**src/rtl/sdram_guard_pkg.sv**
```systemverilog
package sdram_guard_pkg;

  typedef enum logic [3:0] {
    CMD_DESEL = 4'd0,
    CMD_NOP   = 4'd1,
    CMD_ACT   = 4'd2,
    CMD_READ  = 4'd3,
    CMD_WRITE = 4'd4,
    CMD_PRE   = 4'd5,
    CMD_REF   = 4'd6,
    CMD_MRS   = 4'd7,
    CMD_BST   = 4'd8,
    CMD_HOLD  = 4'd9,
    CMD_SREF  = 4'd10
  } cmd_e;

  typedef enum logic [2:0] {
    B_IDLE     = 3'd0,
    B_ACTIVE   = 3'd1,
    B_READ     = 3'd2,
    B_WRITE    = 3'd3,
    B_READ_AP  = 3'd4,
    B_WRITE_AP = 3'd5,
    B_PRECHG   = 3'd6
  } bank_e;

  typedef enum logic [2:0] {
    PW_RUN     = 3'd0,
    PW_PDOWN   = 3'd1,
    PW_SUSPEND = 3'd2,
    PW_SELF    = 3'd3,
    PW_REFRESH = 3'd4
  } pwr_e;

  typedef enum logic [1:0] {
    ERR_NONE  = 2'd0,
    ERR_STATE = 2'd1,
    ERR_EARLY = 2'd2,
    ERR_CKE   = 2'd3
  } err_e;

  // Pin pattern to command; chip select high wins over everything else.
  function automatic cmd_e decode_pins(input logic cs_n, input logic ras_n,
                                       input logic cas_n, input logic we_n);
    cmd_e c;
    if (cs_n) begin
      c = CMD_DESEL;
    end else begin
      case ({ras_n, cas_n, we_n})
        3'b111:  c = CMD_NOP;
        3'b011:  c = CMD_ACT;
        3'b101:  c = CMD_READ;
        3'b100:  c = CMD_WRITE;
        3'b010:  c = CMD_PRE;
        3'b001:  c = CMD_REF;
        3'b000:  c = CMD_MRS;
        default: c = CMD_BST;
      endcase
    end
    return c;
  endfunction

  // Error merge with fixed priority: state, then spacing, then clock enable.
  function automatic err_e pick_error(input logic wrong, input logic early,
                                      input logic cke_bad);
    if (wrong)        return ERR_STATE;
    else if (early)   return ERR_EARLY;
    else if (cke_bad) return ERR_CKE;
    else              return ERR_NONE;
  endfunction

endpackage

```
**src/rtl/sdram_cmd_decode.sv**
```systemverilog
module sdram_cmd_decode
  import sdram_guard_pkg::*;
(
  input  logic cs_n,
  input  logic ras_n,
  input  logic cas_n,
  input  logic we_n,
  input  logic cke,
  input  logic run,
  output cmd_e cmd_o
);

  cmd_e raw_cmd;

  always_comb begin
    raw_cmd = decode_pins(cs_n, ras_n, cas_n, we_n);
    if (!run) begin
      cmd_o = CMD_HOLD;
    end else if (raw_cmd == CMD_REF && !cke) begin
      cmd_o = CMD_SREF;
    end else begin
      cmd_o = raw_cmd;
    end
  end

endmodule

```
**src/rtl/sdram_bank_track.sv**
```systemverilog
module sdram_bank_track
  import sdram_guard_pkg::*;
#(
  parameter int T_RCD     = 2,
  parameter int T_RAS     = 5,
  parameter int T_RP      = 2,
  parameter int BURST_LEN = 4
) (
  input  logic  clk,
  input  logic  rst_n,
  input  logic  hold,
  input  logic  do_act,
  input  logic  do_rd,
  input  logic  do_wr,
  input  logic  do_ap,
  input  logic  do_pre,
  input  logic  do_bst,
  output bank_e state_o,
  output logic  wrong_o,
  output logic  early_o,
  output logic  idle_o,
  output logic  burst_o
);

  localparam int AGE_MAX  = (T_RAS > T_RCD) ? T_RAS : T_RCD;
  localparam int AGE_W    = $clog2(AGE_MAX + 1);
  localparam int LEFT_MAX = (BURST_LEN > T_RP) ? BURST_LEN : T_RP;
  localparam int LEFT_W   = $clog2(LEFT_MAX + 1);

  bank_e             state;
  logic [AGE_W-1:0]  age;
  logic [LEFT_W-1:0] left;

  // Saturating count of active edges since the row was opened.
  function automatic logic [AGE_W-1:0] age_step(input logic [AGE_W-1:0] a);
    return (int'(a) >= AGE_MAX) ? a : a + 1'b1;
  endfunction

  function automatic logic spacing_met(input logic [AGE_W-1:0] a, input int lim);
    return int'(a) >= lim;
  endfunction

  logic in_burst, is_ap, row_open, rw, go;

  always_comb begin
    in_burst = state inside {B_READ, B_WRITE, B_READ_AP, B_WRITE_AP};
    is_ap    = state inside {B_READ_AP, B_WRITE_AP};
    row_open = state inside {B_ACTIVE, B_READ, B_WRITE};
    rw       = do_rd | do_wr;
    wrong_o  = (do_act && state != B_IDLE) ||
               (rw && !row_open) ||
               (do_pre && is_ap);
    early_o  = !wrong_o &&
               ((rw && row_open && !spacing_met(age, T_RCD)) ||
                (do_pre && row_open && !spacing_met(age, T_RAS)));
    go       = !wrong_o && !early_o;
  end

  always_ff @(posedge clk or negedge rst_n) begin
    if (!rst_n) begin
      state <= B_IDLE;
      age   <= '0;
      left  <= '0;
    end else if (!hold) begin
      age <= age_step(age);
      if (do_act && go) begin
        state <= B_ACTIVE;
        age   <= AGE_W'(1);
      end else if (rw && go) begin
        if (do_rd) state <= do_ap ? B_READ_AP : B_READ;
        else       state <= do_ap ? B_WRITE_AP : B_WRITE;
        left <= LEFT_W'(BURST_LEN);
      end else if (do_pre && go && row_open) begin
        state <= B_PRECHG;
        left  <= LEFT_W'(T_RP);
      end else if (do_bst && (state == B_READ || state == B_WRITE)) begin
        state <= B_ACTIVE;
        left  <= '0;
      end else if (in_burst || state == B_PRECHG) begin
        if (left <= LEFT_W'(1)) begin
          if (is_ap) begin
            state <= B_PRECHG;
            left  <= LEFT_W'(T_RP);
          end else begin
            state <= (state == B_PRECHG) ? B_IDLE : B_ACTIVE;
            left  <= '0;
          end
        end else begin
          left <= left - 1'b1;
        end
      end
    end
  end

  assign state_o = state;
  assign idle_o  = (state == B_IDLE);
  assign burst_o = in_burst;

  p_idle_exit_r2: assert property (@(posedge clk) disable iff (!rst_n)
    state == B_IDLE |=> state inside {B_IDLE, B_ACTIVE});

  p_ap_drain_r4: assert property (@(posedge clk) disable iff (!rst_n)
    state == B_READ_AP |=> state inside {B_READ_AP, B_PRECHG});

  p_prechg_exit_r5: assert property (@(posedge clk) disable iff (!rst_n)
    state == B_PRECHG |=> state inside {B_PRECHG, B_IDLE});

  p_hold_frozen_r10: assert property (@(posedge clk) disable iff (!rst_n)
    hold |=> $stable(state));

endmodule

```
**src/rtl/sdram_pwr_track.sv**
```systemverilog
module sdram_pwr_track
  import sdram_guard_pkg::*;
#(
  parameter int T_RFC = 6
) (
  input  logic clk,
  input  logic rst_n,
  input  cmd_e cmd,
  input  logic cke,
  input  logic all_idle,
  input  logic any_burst,
  output logic run_o,
  output logic busy_o,
  output pwr_e pmode_o,
  output logic g_wrong_o,
  output logic g_early_o,
  output logic cke_bad_o
);

  localparam int RFC_W = $clog2(T_RFC + 1);

  pwr_e             pmode_q;
  logic [RFC_W-1:0] rfc;
  logic             busy, run, ref_go;

  always_comb begin
    run       = (pmode_q == PW_RUN);
    busy      = (rfc != '0);
    g_early_o = run && busy && !(cmd inside {CMD_DESEL, CMD_NOP});
    g_wrong_o = run && !busy && (cmd inside {CMD_REF, CMD_MRS, CMD_SREF}) && !all_idle;
    cke_bad_o = run && !cke && cmd != CMD_SREF && !any_burst && (!all_idle || busy);
    ref_go    = run && !busy && cmd == CMD_REF && all_idle;
  end

  always_ff @(posedge clk or negedge rst_n) begin
    if (!rst_n) begin
      pmode_q <= PW_RUN;
      rfc     <= '0;
    end else if (run) begin
      if (ref_go)    rfc <= RFC_W'(T_RFC);
      else if (busy) rfc <= rfc - 1'b1;
      if (!cke) begin
        if (cmd == CMD_SREF) pmode_q <= PW_SELF;
        else if (any_burst)  pmode_q <= PW_SUSPEND;
        else                 pmode_q <= PW_PDOWN;
      end
    end else if (cke) begin
      pmode_q <= PW_RUN;
      if (pmode_q == PW_SELF) rfc <= RFC_W'(T_RFC);
    end
  end

  assign run_o   = run;
  assign busy_o  = busy;
  assign pmode_o = (run && busy) ? PW_REFRESH : pmode_q;

  p_self_exit_r9: assert property (@(posedge clk) disable iff (!rst_n)
    (pmode_q == PW_SELF && cke) |=> (pmode_q == PW_RUN && busy));

  p_refresh_blocks_r6: assert property (@(posedge clk) disable iff (!rst_n)
    (run && busy && cmd == CMD_ACT) |-> g_early_o);

endmodule

```
**src/rtl/sdram_cmd_guard.sv**
```systemverilog
module sdram_cmd_guard
  import sdram_guard_pkg::*;
#(
  parameter int T_RCD     = 2,
  parameter int T_RAS     = 5,
  parameter int T_RP      = 2,
  parameter int T_RFC     = 6,
  parameter int BURST_LEN = 4
) (
  input  logic       clk,
  input  logic       rst_n,
  input  logic       cs_n,
  input  logic       ras_n,
  input  logic       cas_n,
  input  logic       we_n,
  input  logic       cke,
  input  logic       a_ap,
  input  logic       a_bank,
  output logic [3:0] cmd_o,
  output logic       err_o,
  output logic [1:0] err_code_o,
  output logic [2:0] bank0_state_o,
  output logic [2:0] bank1_state_o,
  output logic [2:0] pwr_mode_o
);

  localparam int NBANK = 2;

  cmd_e             cmd;
  logic             run, busy, eff;
  logic             g_wrong, g_early, cke_bad;
  pwr_e             pmode;
  bank_e            st       [NBANK];
  logic [NBANK-1:0] b_wrong, b_early, b_idle, b_burst;
  logic [NBANK-1:0] s_act, s_rd, s_wr, s_pre;
  logic             s_bst;
  err_e             err_now;
  cmd_e             cmd_q;
  err_e             err_q;

  sdram_cmd_decode i_dec (
    .cs_n  (cs_n),
    .ras_n (ras_n),
    .cas_n (cas_n),
    .we_n  (we_n),
    .cke   (cke),
    .run   (run),
    .cmd_o (cmd)
  );

  sdram_pwr_track #(.T_RFC(T_RFC)) i_pwr (
    .clk       (clk),
    .rst_n     (rst_n),
    .cmd       (cmd),
    .cke       (cke),
    .all_idle  (&b_idle),
    .any_burst (|b_burst),
    .run_o     (run),
    .busy_o    (busy),
    .pmode_o   (pmode),
    .g_wrong_o (g_wrong),
    .g_early_o (g_early),
    .cke_bad_o (cke_bad)
  );

  assign eff   = run && !busy;
  assign s_bst = eff && cmd == CMD_BST;

  for (genvar gi = 0; gi < NBANK; gi++) begin : g_bank
    logic hit;
    assign hit       = (a_bank == gi[0]);
    assign s_act[gi] = eff && cmd == CMD_ACT   && hit;
    assign s_rd[gi]  = eff && cmd == CMD_READ  && hit;
    assign s_wr[gi]  = eff && cmd == CMD_WRITE && hit;
    assign s_pre[gi] = eff && cmd == CMD_PRE   && (hit || a_ap);

    sdram_bank_track #(
      .T_RCD     (T_RCD),
      .T_RAS     (T_RAS),
      .T_RP      (T_RP),
      .BURST_LEN (BURST_LEN)
    ) i_bank (
      .clk     (clk),
      .rst_n   (rst_n),
      .hold    (!run),
      .do_act  (s_act[gi]),
      .do_rd   (s_rd[gi]),
      .do_wr   (s_wr[gi]),
      .do_ap   (a_ap),
      .do_pre  (s_pre[gi]),
      .do_bst  (s_bst),
      .state_o (st[gi]),
      .wrong_o (b_wrong[gi]),
      .early_o (b_early[gi]),
      .idle_o  (b_idle[gi]),
      .burst_o (b_burst[gi])
    );
  end

  assign err_now = pick_error(g_wrong || (|b_wrong), g_early || (|b_early), cke_bad);

  always_ff @(posedge clk or negedge rst_n) begin
    if (!rst_n) begin
      cmd_q <= CMD_DESEL;
      err_q <= ERR_NONE;
    end else begin
      cmd_q <= cmd;
      err_q <= err_now;
    end
  end

  assign cmd_o         = cmd_q;
  assign err_code_o    = err_q;
  assign err_o         = (err_q != ERR_NONE);
  assign bank0_state_o = st[0];
  assign bank1_state_o = st[1];
  assign pwr_mode_o    = pmode;

  p_pdown_needs_idle_r7: assert property (@(posedge clk) disable iff (!rst_n)
    (pmode == PW_PDOWN && $past(pmode) == PW_RUN && err_q == ERR_NONE)
      |-> (st[0] == B_IDLE && st[1] == B_IDLE));

  p_lowpower_quiet_r10: assert property (@(posedge clk) disable iff (!rst_n)
    !run |=> (cmd_q == CMD_HOLD && err_q == ERR_NONE));

  p_rw_idle_flags_r3: assert property (@(posedge clk) disable iff (!rst_n)
    (run && !busy && cmd == CMD_READ && st[0] == B_IDLE && !a_bank)
      |=> (err_q == ERR_STATE && st[0] == B_IDLE));

endmodule

```
**config.mk**
```make
export PLATFORM = sky130hd
export DESIGN_NAME = sdram_cmd_guard
export DESIGN_NICKNAME = d
export VERILOG_FILES = /design/src/rtl/sdram_guard_pkg.sv /design/src/rtl/sdram_cmd_decode.sv /design/src/rtl/sdram_bank_track.sv /design/src/rtl/sdram_pwr_track.sv /design/src/rtl/sdram_cmd_guard.sv
export SDC_FILE = /design/constraint.sdc
export NUM_CORES = 1
export LEC_CHECK = 0
export CORE_ASPECT_RATIO = 1.4
export CORE_MARGIN = 5
export CORE_UTILIZATION = 50
export CTS_CLUSTER_SIZE = 20
export DETAILED_ROUTE_END_ITERATION = 10
export HOLD_SLACK_MARGIN = 0.12
export PLACE_DENSITY = 0.82
export SKIP_LAST_GASP = 1
export SYNTH_ARGS = -nofsm -noshare
export SYNTH_HDL_FRONTEND = slang
export SYNTH_SLANG_ARGS = --single-unit
```
**constraint.sdc**
```tcl
create_clock -name clk -period 2.6 [get_ports clk]
set_input_delay 0.52 -clock clk [delete_from_list [all_inputs] [get_ports clk]]
set_output_delay 0.52 -clock clk [all_outputs]
set_load 0.005 [all_outputs]
```
==> results.txt, run 1 <==
----------------------------------------------------
[Clock network]
  Number of clock sinks ... 29
  Htree depth ... 2
  Maximum number of buffers from clock root to sink ... 2
  Num CTS Buffers ... 5
  Clock edge transition at the registers on the reported setup and hold paths ... ~0.07 ns
  Clock network latency to the later pin of the worst-skew pair ... between 0.2 and 0.3 ns
  Clock tree from TritonCTS ... built
  Master cell of the clock root buffer ... clkbuf_8

[STA]
  Unrepaired setup endpoints after global routing ... no
  Worst Skew ... 0.008747 ns
  Fin. max-slew vios ... 0
  Final worst-path setup slack ... ~0.14 ns
  Final critical delay including setup and external delays ... around 2.5 ns
  Final setup violation count ... 0
  Sum Neg Setup Slack ... 0 ns
  Hold violation total from the final report ... 0
  Final hold slack ... 0.5494 ns
  Slew HR ... between 60% and 70%
  Actual slew at the worst max-slew pin ... approximately 0.48 ns
  Fmax achieved ... 0.4066 GHz
  Fin crit share ... approximately 95%

[Synth]
  Total nets after synthesis ... ~300
  Post-synthesis mux area share ... 1.397%
  Average cell area after synthesis ... 8.228 um2
  Share of the synthesized netlist area taken by xor and xnor gates ... less than 1%
  Top area cells in the synthesized netlist ... dfrtp_1 (31%), ha_1 (7.5%), o21ai_0 (4.1%)
  Flop and latch count out of synthesis ... 29
  Biggest area consumer among synthesized cells ... dfrtp_1
  Post-Synth Adder-Cell Area ... roughly 7.5%
  Count of synthesis-stage warnings from yosys ... 0
  Sequential area share after synthesis ... 31.17%
  Post-synth EDFFs ... 0
  Proportion of synthesized flip-flops having asynchronous set or reset ... between 90% and 100%
  Top_reg_cell synth ... dfrtp_1
  Area fraction in compound gates after synthesis ... between 20% and 30%
  Distinct cells, synth ... 60
  Post-synthesis instance total ... 283
  Total standard cell area after synthesis ... 2328 um2
  Synthesized-area fraction occupied by and/or/nand/nor cells ... approximately 28%
  Dominant combinational cell family by area after synthesis ... simple AND/OR/NAND/NOR gates
  Share of the synthesized area in the top cell type ... a little under a third

[Pwr]
  Fraction of power consumed by the clock network ... around 17%
  Share of total power consumed by net switching ... about two fifths
  Seq pwr share ... 27.8%
  Cell-internal power ... about 1.7 mW
  Highest ir drop seen on vdd ... around 0.00064 V
  Leakage ... 1.379 nW
  Combinational share of power ... between 50% and 60%
  Total net switching power ... 1.175 mW
  Power Dens Cells ... approximately 920 nW/um2

[Critical path]
  Worst stage delay on the critical path ... 0.50 ns
  Setup crit end kind ... output port
  WP data required ... approximately 2.1 ns
  Crit-path most repeated cell ... inv_1
  Launching instance or port of the critical path ... i_pwr.pmode_q[1]
  Worst-path cell with the longest stage delay ... clkdlybuf4s50_1
  Worst reg-to-reg setup slack ... ~0.24 ns
  Critical path capture point ... pwr_mode_o[2]
  Reg2Reg Capture Point ... g_bank[1].i_bank.left[0]
  Launching element type of the critical path ... flip-flop
  Ordered cell list for the critical path ... inv_1 > ha_1 > buf_4 > nand2_1 > inv_1 > clkdlybuf4s50_1
  Critical path data arrival time ... between 1.5 and 2 ns
  CP max FO ... 15
  Logic depth of the worst register-to-register path ... 9
  Startpoint of the worst register-to-register path ... i_pwr.pmode_q[1]
  Type of the setup path with the least slack ... flip-flop to output port

[Place]
  Final weighted congestion in routability-driven placement ... between 0.9 and 1
  Count of buffers from port buffering ... 24
  Detailed placer's ending HPWL ... 4.775 mm
  Setup Slack @ Placement ... -0.3961 ns
  Placed inst area ... 2934 um2
  Post-Place Cells ... around 400

[Run]
  Count of maximum capacitance violations ... 0

[Global route]
  Leftover overflow at the end of global routing ... 0
  Global-route wire length before repair ... 10.60 mm
  Initial antenna violation count ... 0
  Maximum number of pins on one net before global-route repair ... 30
  Via count of the first global-routing pass ... roughly 2,400
  Combined global-route utilization of all metal layers ... 22.26%

[Route]
  Total DRC errors in the routed layout ... 0
  Starting DRC count in detailed routing ... 221
  Number of antenna-violating nets in the routed design ... 0
  DRT Wirelength ... around 6.4 mm
  Mean number of vias per cell ... about 6
  Number of vias in the routed layout ... 2,403
  Wire length per cell after detailed routing ... 15.56 um
  Number of detailed-routing iterations run before antenna repair ... 4

[Die]
  Die X-Extent ... between 60 and 70 um
  Area of the die ... between 6000 and 7000 um2
  Top-level port count ... 25
  Number of cell rows ... 29
  Initial standard-cell utilization of the core ... approximately half
  Height of the die ... 90.75 um
  Area of the core ... around 4500 um2

[Finish]
  Number of antenna cells inserted ... 0
  Top library cells by usage in the layout, fill and taps aside ... buf_4 (45), dfrtp_1 (29), clkdlybuf4s50_1 (20), inv_1 (19), nor2_1 (19)
  Post-route insts no fill ... 410
  Nets@finish ... 370
  Final Instance Area ... 3138 um2
  Most common cell after layout, fill and taps aside ... buf_4
  Synth-to-Final Area Change ... 34.77%
  Fraction of final layout cells sized beyond drive strength 1 ... 21.55%

[Run status]
  Status ... finished, final reports clean

[Min path]
  Min-delay worst type ... flip-flop to flip-flop

----------------------------------------------------
flip-flops by register name (all words and copies together) (netlist names):
signal                 cells
g_bank.i_bank.age          6
g_bank.i_bank.state_o      6
g_bank.i_bank.left         6
err_code_o                 2
i_pwr.pmode_q              2
i_pwr.rfc                  3
cmd_o                      4
routing by layer:
layer  track usage, %  vias up  part of all wire (%)
met5                0        -                     0
met4            12.01        0                   3.4
met3            4.732       21                   4.1
met2            37.21       62                    53
met1            25.41     1129                    40
li1                 -     1191                     -
power by group through the flow:
stage	clock network [mW]	logic [mW]	registers (mW)
6_report	0.494	1.59	0.802
5_1_grt	0.527	1.77	0.830
4_1_cts	0.502	1.58	0.798
3_5_place_dp	0	1.56	0.807
3_3_place_gp	0	1.51	0.798
2_1_floorplan	0	0.998	0.752
synthesized netlist by cell type, drive strengths merged (3+ instances only):
library cell  number
nand2b            11
nor4               8
o31a               3
o22ai              4
dfrtp             29
nand2             15
and3               5
o21ai             22
inv               19
a211oi             5
a221oi             3
a21o               5
nor3              13
nor2b              4
a21oi             17
ha                14
nor4b              3
nand3b             4
o211ai             5
clkbuf            12
nor2              19
nand3             13
or4b               3
o22a               3
o21a               3
o31ai              4
cell families (layout without fill, tap and decap cells):
family	Yosys count	count (layout)
AND/OR/NAND/NOR	115	115
AO/OA/AOI/OAI	88	88
buffers and inverters	32	97
flip-flops	29	29
adder cells (fa/ha/maj)	14	14
multiplexers	3	3
XOR/XNOR	2	2
through the flow:
stage | utilization [%] | total power [mW]
floorplan | - | 1.750
global route | 69.19 | 3.129
CTS | 67.83 | 2.878
finish | 69.19 | 2.889
detailed placement | 64.69 | 2.368
global placement | 64.69 | 2.306
repair_timing:
action	CTS	global route
setup buffers	0	1
setup endpoints to repair	6	11
pin swaps	0	7
hold buffers	0	0
gates resized for setup	5	14
cell type report:
type                    instances  area, um2
repair buffers                 70      599.3
well taps                      62      77.57
clock inverters                 1      30.03
multi-input cells             222       1548
clock buffers                   7      86.33
flip-flops and latches         29      725.7
fillers                       356       1398
inverters                      19      71.32
worst max-delay path: cells and delay by family (launching register included):
kind / cells / cell delay, ns
adders and majority gates: 1 / 0.26
buffers and inverters: 4 / 0.93
DFF: 1 / 0.36
and+or+nand+nor: 1 / 0.09
worst min-delay path by stage:
stage,from,end,cells after the start
after floorplan,rst_n,cmd_o[0],0
after global placement,i_pwr.rfc[1],i_pwr.rfc[1],2
after detailed placement,i_pwr.rfc[2],i_pwr.rfc[2],1
after CTS,i_pwr.rfc[2],i_pwr.rfc[2],1
after global routing,i_pwr.rfc[2],i_pwr.rfc[2],1
final,i_pwr.rfc[1],i_pwr.rfc[1],2
Note: power is estimated with default switching activity, not from simulation.
==> run 2, diff against run 1 <==
--- a/config.mk
+++ b/config.mk
@@ -8,7 +8,6 @@
 export CORE_ASPECT_RATIO = 1.4
 export CORE_MARGIN = 5
 export CORE_UTILIZATION = 50
-export CTS_CLUSTER_SIZE = 20
 export DETAILED_ROUTE_END_ITERATION = 10
 export HOLD_SLACK_MARGIN = 0.12
 export PLACE_DENSITY = 0.82
==> results of run 2 <==
Same layout as run 1: the final DEF is identical, and so are final timing and power.
